$ cat config.mk
export PLATFORM = sky130hd
export DESIGN_NAME = eep_own_arb
export DESIGN_NICKNAME = d
export VERILOG_FILES = /design/src/rtl/eep_arb_pkg.sv /design/src/rtl/eep_own_regs.sv /design/src/rtl/eep_owner_hold.sv /design/src/rtl/eep_cmd_gate.sv /design/src/rtl/eep_rd_port.sv /design/src/rtl/eep_own_arb.sv
export SDC_FILE = /design/constraint.sdc
export NUM_CORES = 1
export LEC_CHECK = 0
export ABC_AREA = 1
export CORE_AREA = 2 2 39 41
export CTS_BUF_LIST = sky130_fd_sc_hd__clkbuf_16
export CTS_CLUSTER_SIZE = 28
export DETAILED_ROUTE_END_ITERATION = 8
export DIE_AREA = 0 0 41 43
export DONT_BUFFER_PORTS = 1
export GPL_TIMING_DRIVEN = 0
export PLACE_DENSITY = 0.5
export RECOVER_POWER = 100
export SETUP_SLACK_MARGIN = 0.05
export SLEW_MARGIN = 20
export SYNTH_ARGS = -nofsm -noshare
export SYNTH_HDL_FRONTEND = slang
export SYNTH_SLANG_ARGS = --single-unit
$ cat constraint.sdc
create_clock -name clk -period 1.2 [get_ports clk]
set_input_delay 0.24 -clock clk [delete_from_list [all_inputs] [get_ports clk]]
set_output_delay 0.24 -clock clk [all_outputs]
set_load 0.005 [all_outputs]
$ cat src/rtl/eep_arb_pkg.sv
package eep_arb_pkg;

    typedef enum logic {
        OWN_NET = 1'b0,
        OWN_LOC = 1'b1
    } owner_e;

    typedef struct packed {
        logic grant;
        logic claim;
    } own_bits_t;

    typedef struct packed {
        owner_e owner;
    } hold_t;

    typedef struct packed {
        logic deny;
    } gate_t;

endpackage

$ cat src/rtl/eep_own_regs.sv
module eep_own_regs
    import eep_arb_pkg::*;
#(
    parameter int unsigned             ADDR_W     = 2,
    parameter int unsigned             DATA_W     = 8,
    parameter logic [ADDR_W-1:0]       GRANT_ADDR = '0,
    parameter logic [ADDR_W-1:0]       CLAIM_ADDR = ADDR_W'(1),
    parameter logic [DATA_W-1:0]       FORCE_CODE = DATA_W'(2)
) (
    input  logic              clk,
    input  logic              rst_n,
    input  logic              net_wr_en,
    input  logic [ADDR_W-1:0] net_addr,
    input  logic [DATA_W-1:0] net_wdata,
    input  logic              loc_wr_en,
    input  logic [ADDR_W-1:0] loc_addr,
    input  logic [DATA_W-1:0] loc_wdata,
    output own_bits_t         bits_o
);

    own_bits_t bits_d, bits_q;
    logic      net_grant_wr;
    logic      loc_claim_wr;
    logic      unused_loc_hi;

    assign unused_loc_hi = ^loc_wdata[DATA_W-1:1];

    always_comb begin
        bits_d       = bits_q;
        net_grant_wr = net_wr_en && (net_addr == GRANT_ADDR);
        loc_claim_wr = loc_wr_en && (loc_addr == CLAIM_ADDR);

        if (net_grant_wr) begin
            bits_d.grant = net_wdata[0];
        end

        if (loc_claim_wr) begin
            if (!loc_wdata[0]) begin
                bits_d.claim = 1'b0;
            end else if (bits_q.grant) begin
                bits_d.claim = 1'b1;
            end
        end

        // force code from the net host overrides any same-cycle claim
        if (net_grant_wr && (net_wdata == FORCE_CODE)) begin
            bits_d.claim = 1'b0;
        end
    end

    always_ff @(posedge clk or negedge rst_n) begin
        if (!rst_n) begin
            bits_q <= '0;
        end else begin
            bits_q <= bits_d;
        end
    end

    assign bits_o = bits_q;

endmodule

$ cat src/rtl/eep_owner_hold.sv
module eep_owner_hold
    import eep_arb_pkg::*;
(
    input  logic      clk,
    input  logic      rst_n,
    input  logic      busy,
    input  own_bits_t bits,
    output owner_e    owner_o
);

    hold_t st_d, st_q;

    always_comb begin
        st_d = st_q;
        if (!busy) begin
            st_d.owner = (bits.grant || bits.claim) ? OWN_LOC : OWN_NET;
        end
    end

    always_ff @(posedge clk or negedge rst_n) begin
        if (!rst_n) begin
            st_q <= '{owner: OWN_NET};
        end else begin
            st_q <= st_d;
        end
    end

    assign owner_o = st_q.owner;

endmodule

$ cat src/rtl/eep_cmd_gate.sv
module eep_cmd_gate
    import eep_arb_pkg::*;
(
    input  logic   clk,
    input  logic   rst_n,
    input  owner_e owner,
    input  logic   net_req,
    input  logic   loc_req,
    output logic   cmd_valid,
    output logic   deny_o
);

    gate_t st_d, st_q;

    always_comb begin
        if (owner == OWN_LOC) begin
            cmd_valid   = loc_req;
            st_d.deny   = net_req;
        end else begin
            cmd_valid   = net_req;
            st_d.deny   = loc_req;
        end
    end

    always_ff @(posedge clk or negedge rst_n) begin
        if (!rst_n) begin
            st_q <= '0;
        end else begin
            st_q <= st_d;
        end
    end

    assign deny_o = st_q.deny;

endmodule

$ cat src/rtl/eep_rd_port.sv
module eep_rd_port
    import eep_arb_pkg::*;
#(
    parameter int unsigned       ADDR_W     = 2,
    parameter int unsigned       DATA_W     = 8,
    parameter logic [ADDR_W-1:0] GRANT_ADDR = '0,
    parameter logic [ADDR_W-1:0] CLAIM_ADDR = ADDR_W'(1)
) (
    input  logic [ADDR_W-1:0] addr,
    input  own_bits_t         bits,
    output logic [DATA_W-1:0] rdata
);

    always_comb begin
        rdata = '0;
        if (addr == GRANT_ADDR) begin
            rdata[0] = bits.grant;
        end else if (addr == CLAIM_ADDR) begin
            rdata[0] = bits.claim;
        end
    end

endmodule

$ cat src/rtl/eep_own_arb.sv
module eep_own_arb
    import eep_arb_pkg::*;
#(
    parameter int unsigned       ADDR_W     = 2,
    parameter int unsigned       DATA_W     = 8,
    parameter logic [ADDR_W-1:0] GRANT_ADDR = '0,
    parameter logic [ADDR_W-1:0] CLAIM_ADDR = ADDR_W'(1),
    parameter logic [DATA_W-1:0] FORCE_CODE = DATA_W'(2)
) (
    input  logic              clk,
    input  logic              rst_n,
    input  logic              net_wr_en,
    input  logic [ADDR_W-1:0] net_addr,
    input  logic [DATA_W-1:0] net_wdata,
    output logic [DATA_W-1:0] net_rdata,
    input  logic              net_cmd_req,
    input  logic              loc_wr_en,
    input  logic [ADDR_W-1:0] loc_addr,
    input  logic [DATA_W-1:0] loc_wdata,
    output logic [DATA_W-1:0] loc_rdata,
    input  logic              loc_cmd_req,
    input  logic              cmd_busy,
    output logic              owner_local,
    output logic              eep_cmd_valid,
    output logic              access_denied
);

    localparam int unsigned N_HOST = 2;

    own_bits_t         bits;
    owner_e            owner;
    logic              grant_bit;
    logic              claim_bit;
    logic [ADDR_W-1:0] rd_addr [N_HOST];
    logic [DATA_W-1:0] rd_data [N_HOST];

    eep_own_regs #(
        .ADDR_W(ADDR_W), .DATA_W(DATA_W),
        .GRANT_ADDR(GRANT_ADDR), .CLAIM_ADDR(CLAIM_ADDR),
        .FORCE_CODE(FORCE_CODE)
    ) u_regs (
        .clk(clk), .rst_n(rst_n),
        .net_wr_en(net_wr_en), .net_addr(net_addr), .net_wdata(net_wdata),
        .loc_wr_en(loc_wr_en), .loc_addr(loc_addr), .loc_wdata(loc_wdata),
        .bits_o(bits)
    );

    eep_owner_hold u_hold (
        .clk(clk), .rst_n(rst_n), .busy(cmd_busy),
        .bits(bits), .owner_o(owner)
    );

    eep_cmd_gate u_gate (
        .clk(clk), .rst_n(rst_n), .owner(owner),
        .net_req(net_cmd_req), .loc_req(loc_cmd_req),
        .cmd_valid(eep_cmd_valid), .deny_o(access_denied)
    );

    assign rd_addr[0] = net_addr;
    assign rd_addr[1] = loc_addr;

    for (genvar h = 0; h < N_HOST; h++) begin : g_rd
        eep_rd_port #(
            .ADDR_W(ADDR_W), .DATA_W(DATA_W),
            .GRANT_ADDR(GRANT_ADDR), .CLAIM_ADDR(CLAIM_ADDR)
        ) u_rd (
            .addr(rd_addr[h]), .bits(bits), .rdata(rd_data[h])
        );
    end

    assign net_rdata   = rd_data[0];
    assign loc_rdata   = rd_data[1];
    assign owner_local = (owner == OWN_LOC);
    assign grant_bit   = bits.grant;
    assign claim_bit   = bits.claim;

endmodule

==> results.yml <==
sta:
  grt_setup_unrepaired: "yes"
  report.final.slew_viol_count: 0
  hold_viol_final: 0
  setup_tns_ps: 0
  fmax_mhz: 898.9
  finalCritPeriodShare_pct: 92.70
  finalSetupViolCount: 0
  finalClockSkew_ps: 2.276
  period_needed_ps: 1112
critical_path:
  cp-start-kind: "register"
  critPathMaxFanout: 5
  reg2reg_to: "u_regs.bits_o[1]$_DFFE_PN0P_"
  crit_type: "register to output pin"
  worstPathRequired_ps: 960
  worstPathArrival_ps: 870
  end_kind: "output pin"
  r2r_cells: 3
  worstReg2RegStart: "u_regs.bits_o[1]$_DFFE_PN0P_"
  rrSetupSlack_ps: 410
worst_hold_path:
  min_to: "u_hold.owner_o$_DFFE_PN0N_"
  hold_depth: 1
  hold_path.class: "input port to register"
  hold_path.startpoint: "cmd_busy"
floorplanning:
  initial_core_util_pct: 26.94
  die_h_um: 43
  io_pins: 46
  die_w_um: 41
  dieArea_mm2: 0.001763
  core_area_mm2: 0.001384
  num_rows: 14
route:
  viasPerCell: 3.685
  drt_wl_total_um: 676
  drcViolationCount: 0
  ant_nets: 0
  drt-initial-drc-count: 1
  dr.pass1.iters: 3
  vias: 339
  drt-wirelength-per-cell_um: 7.348
yosys:
  synth_top_area_share_pct: 28.19
  synth.most_common_cell: "buf_4"
  netlist_area_um2: 372.9
  postSynthAreaPerCell_um2: 6.429
  synth_ff_type: "dfrtp_1"
  async_flop_share_pct: 100.0
  synth_warnings: 0
  netlist_top_cells_count: "buf_4 (14), inv_1 (12), nand2_1 (11), nor2_1 (6)"
  synth_edf_count: 0
  ys_seq_area_share_pct: 26.85
  yosys-top-cells-area: "buf_4 (28%), dfrtp_1 (27%), inv_1 (12%), nand2_1 (11%), nor2_1 (6.0%)"
  synth_top_area_cell: "buf_4"
  synth-seq-cells: 4
  synthCells: 58
  synth_cell_types: 11
final_layout:
  antenna_cells: 0
  drive_gt1_share_pct: 25.00
  fin_cells: 92
  area_growth_pct: 44.63
  nets: 105
clock_network:
  tritoncts: "done"
  clockRootBuffer: "clkbuf_16"
  cts_max_level: 1
  cts_buffer_depth: 2
  cts_inserted_buffers: 3
  cts.sink_count: 4
  clk_pin_slew_ps: 30
  insertion_delay_ps: 230
grt:
  grt_max_degree: 6
  grt_util_all_layers_pct: 9.146
  gr-total-overflow: 0
  grt_pass1_vias: 258
  antenna_found_initial: 0
  grt_pass1_wl_um: 924
placed_design:
  place_inst: 87
  gp_congestion: 0.6130
  io_buffer_count: 0
power:
  power-per-cell-area_mw_per_mm2: 1559
  power_leakage_nw: 0.3262
  irDropWorstVdd_uv: 526.9
outcome:
  status: "finished, final reports clean"
job:
  cap_violations: 0
[how the worst max path moves through the flow]
stage	from	endpoint	cells past startpoint	slack (ps)
2_1_floorplan	u_regs.bits_o[1]$_DFFE_PN0P_	net_rdata[0]	2	330
3_3_place_gp	u_regs.bits_o[1]$_DFFE_PN0P_	net_rdata[0]	2	240
3_5_place_dp	u_regs.bits_o[1]$_DFFE_PN0P_	net_rdata[0]	2	260
4_1_cts	u_regs.bits_o[1]$_DFFE_PN0P_	net_rdata[0]	2	70
5_1_grt	u_regs.bits_o[1]$_DFFE_PN0P_	net_rdata[0]	2	30
6_report	u_regs.bits_o[1]$_DFFE_PN0P_	net_rdata[0]	2	90
[final cells by class]
type,instances,area (um2)
Buffer,14,105.1
Clock buffer,3,75.07
Fill cell,149,844.6
Inverter,12,45.04
Multi-Input combinational cell,41,176.4
Sequential cell,4,100.1
Tap cell,16,20.02
Timing Repair Buffer,2,17.52
[kinds of logic (layout without fill, tap and decap cells)]
family                 Yosys count  count (layout)  share of synthesized area, %
flip-flops                       4               4                         26.85
other                            1              14                         1.006
buffers and inverters           26              31                         40.27
AO/OA/AOI/OAI                    7               7                         10.07
AND/OR/NAND/NOR                 20              20                         21.81
[routing by layer]
layer / global-route usage, % / wire (um) / vias up
li1: - / - / 183
met1: 7.097 / 247 / 127
met2: 12.19 / 293 / 25
met3: 6.283 / 101 / 4
met4: 12.00 / 35 / 0
met5: 0 / 0 / -
[registers in the layout, indices dropped and copies added (netlist names)]
name and flops:
u_regs.bits_o 2, u_hold.owner_o 1, u_gate.deny_o 1
[through the flow]
stage          power, mW  hold slack [ps]  util, %  instance area, um2  setup WS [ps]
5_1_grt           0.8913            107.1    38.97               539.3          25.22
2_1_floorplan     0.2912           -55.59        -               421.7          334.8
4_1_cts           0.8419            103.3    38.43               531.8          73.17
3_5_place_dp      0.3073           -55.50    31.92               441.7          256.4
6_report          0.8407            103.4    38.97               539.3          87.55
3_3_place_gp      0.3057           -55.51    31.92               441.7          242.1
[repair_timing]
action	in CTS	in global routing
hold endpoints to repair	4	0
endpoints found under the setup margin	1	3
hold buffers	1	0
gates resized for setup	1	1
buffers inserted	0	1
[worst max-delay path, stage by stage, from the launching register on]
cell	delay, ps
dfrtp_1	390
nor2_1	80
a211oi_2	180
[report_power, final]
group          internal (mW)  switching, mW
logic                 0.0679         0.0671
clock network          0.425         0.0928
registers              0.165         0.0224
[cells in the final DEF, fill, tap and decap left out, drive strengths merged]
cell	count
clkbuf	4
inv	12
a211oi	1
dfrtp	4
a21oi	2
nor2	6
nor3	1
o21ai	4
conb	14
nand4	2
dlygate4sd3	1
nand2	11
buf	14
Power figures use the tool's default switching activity.
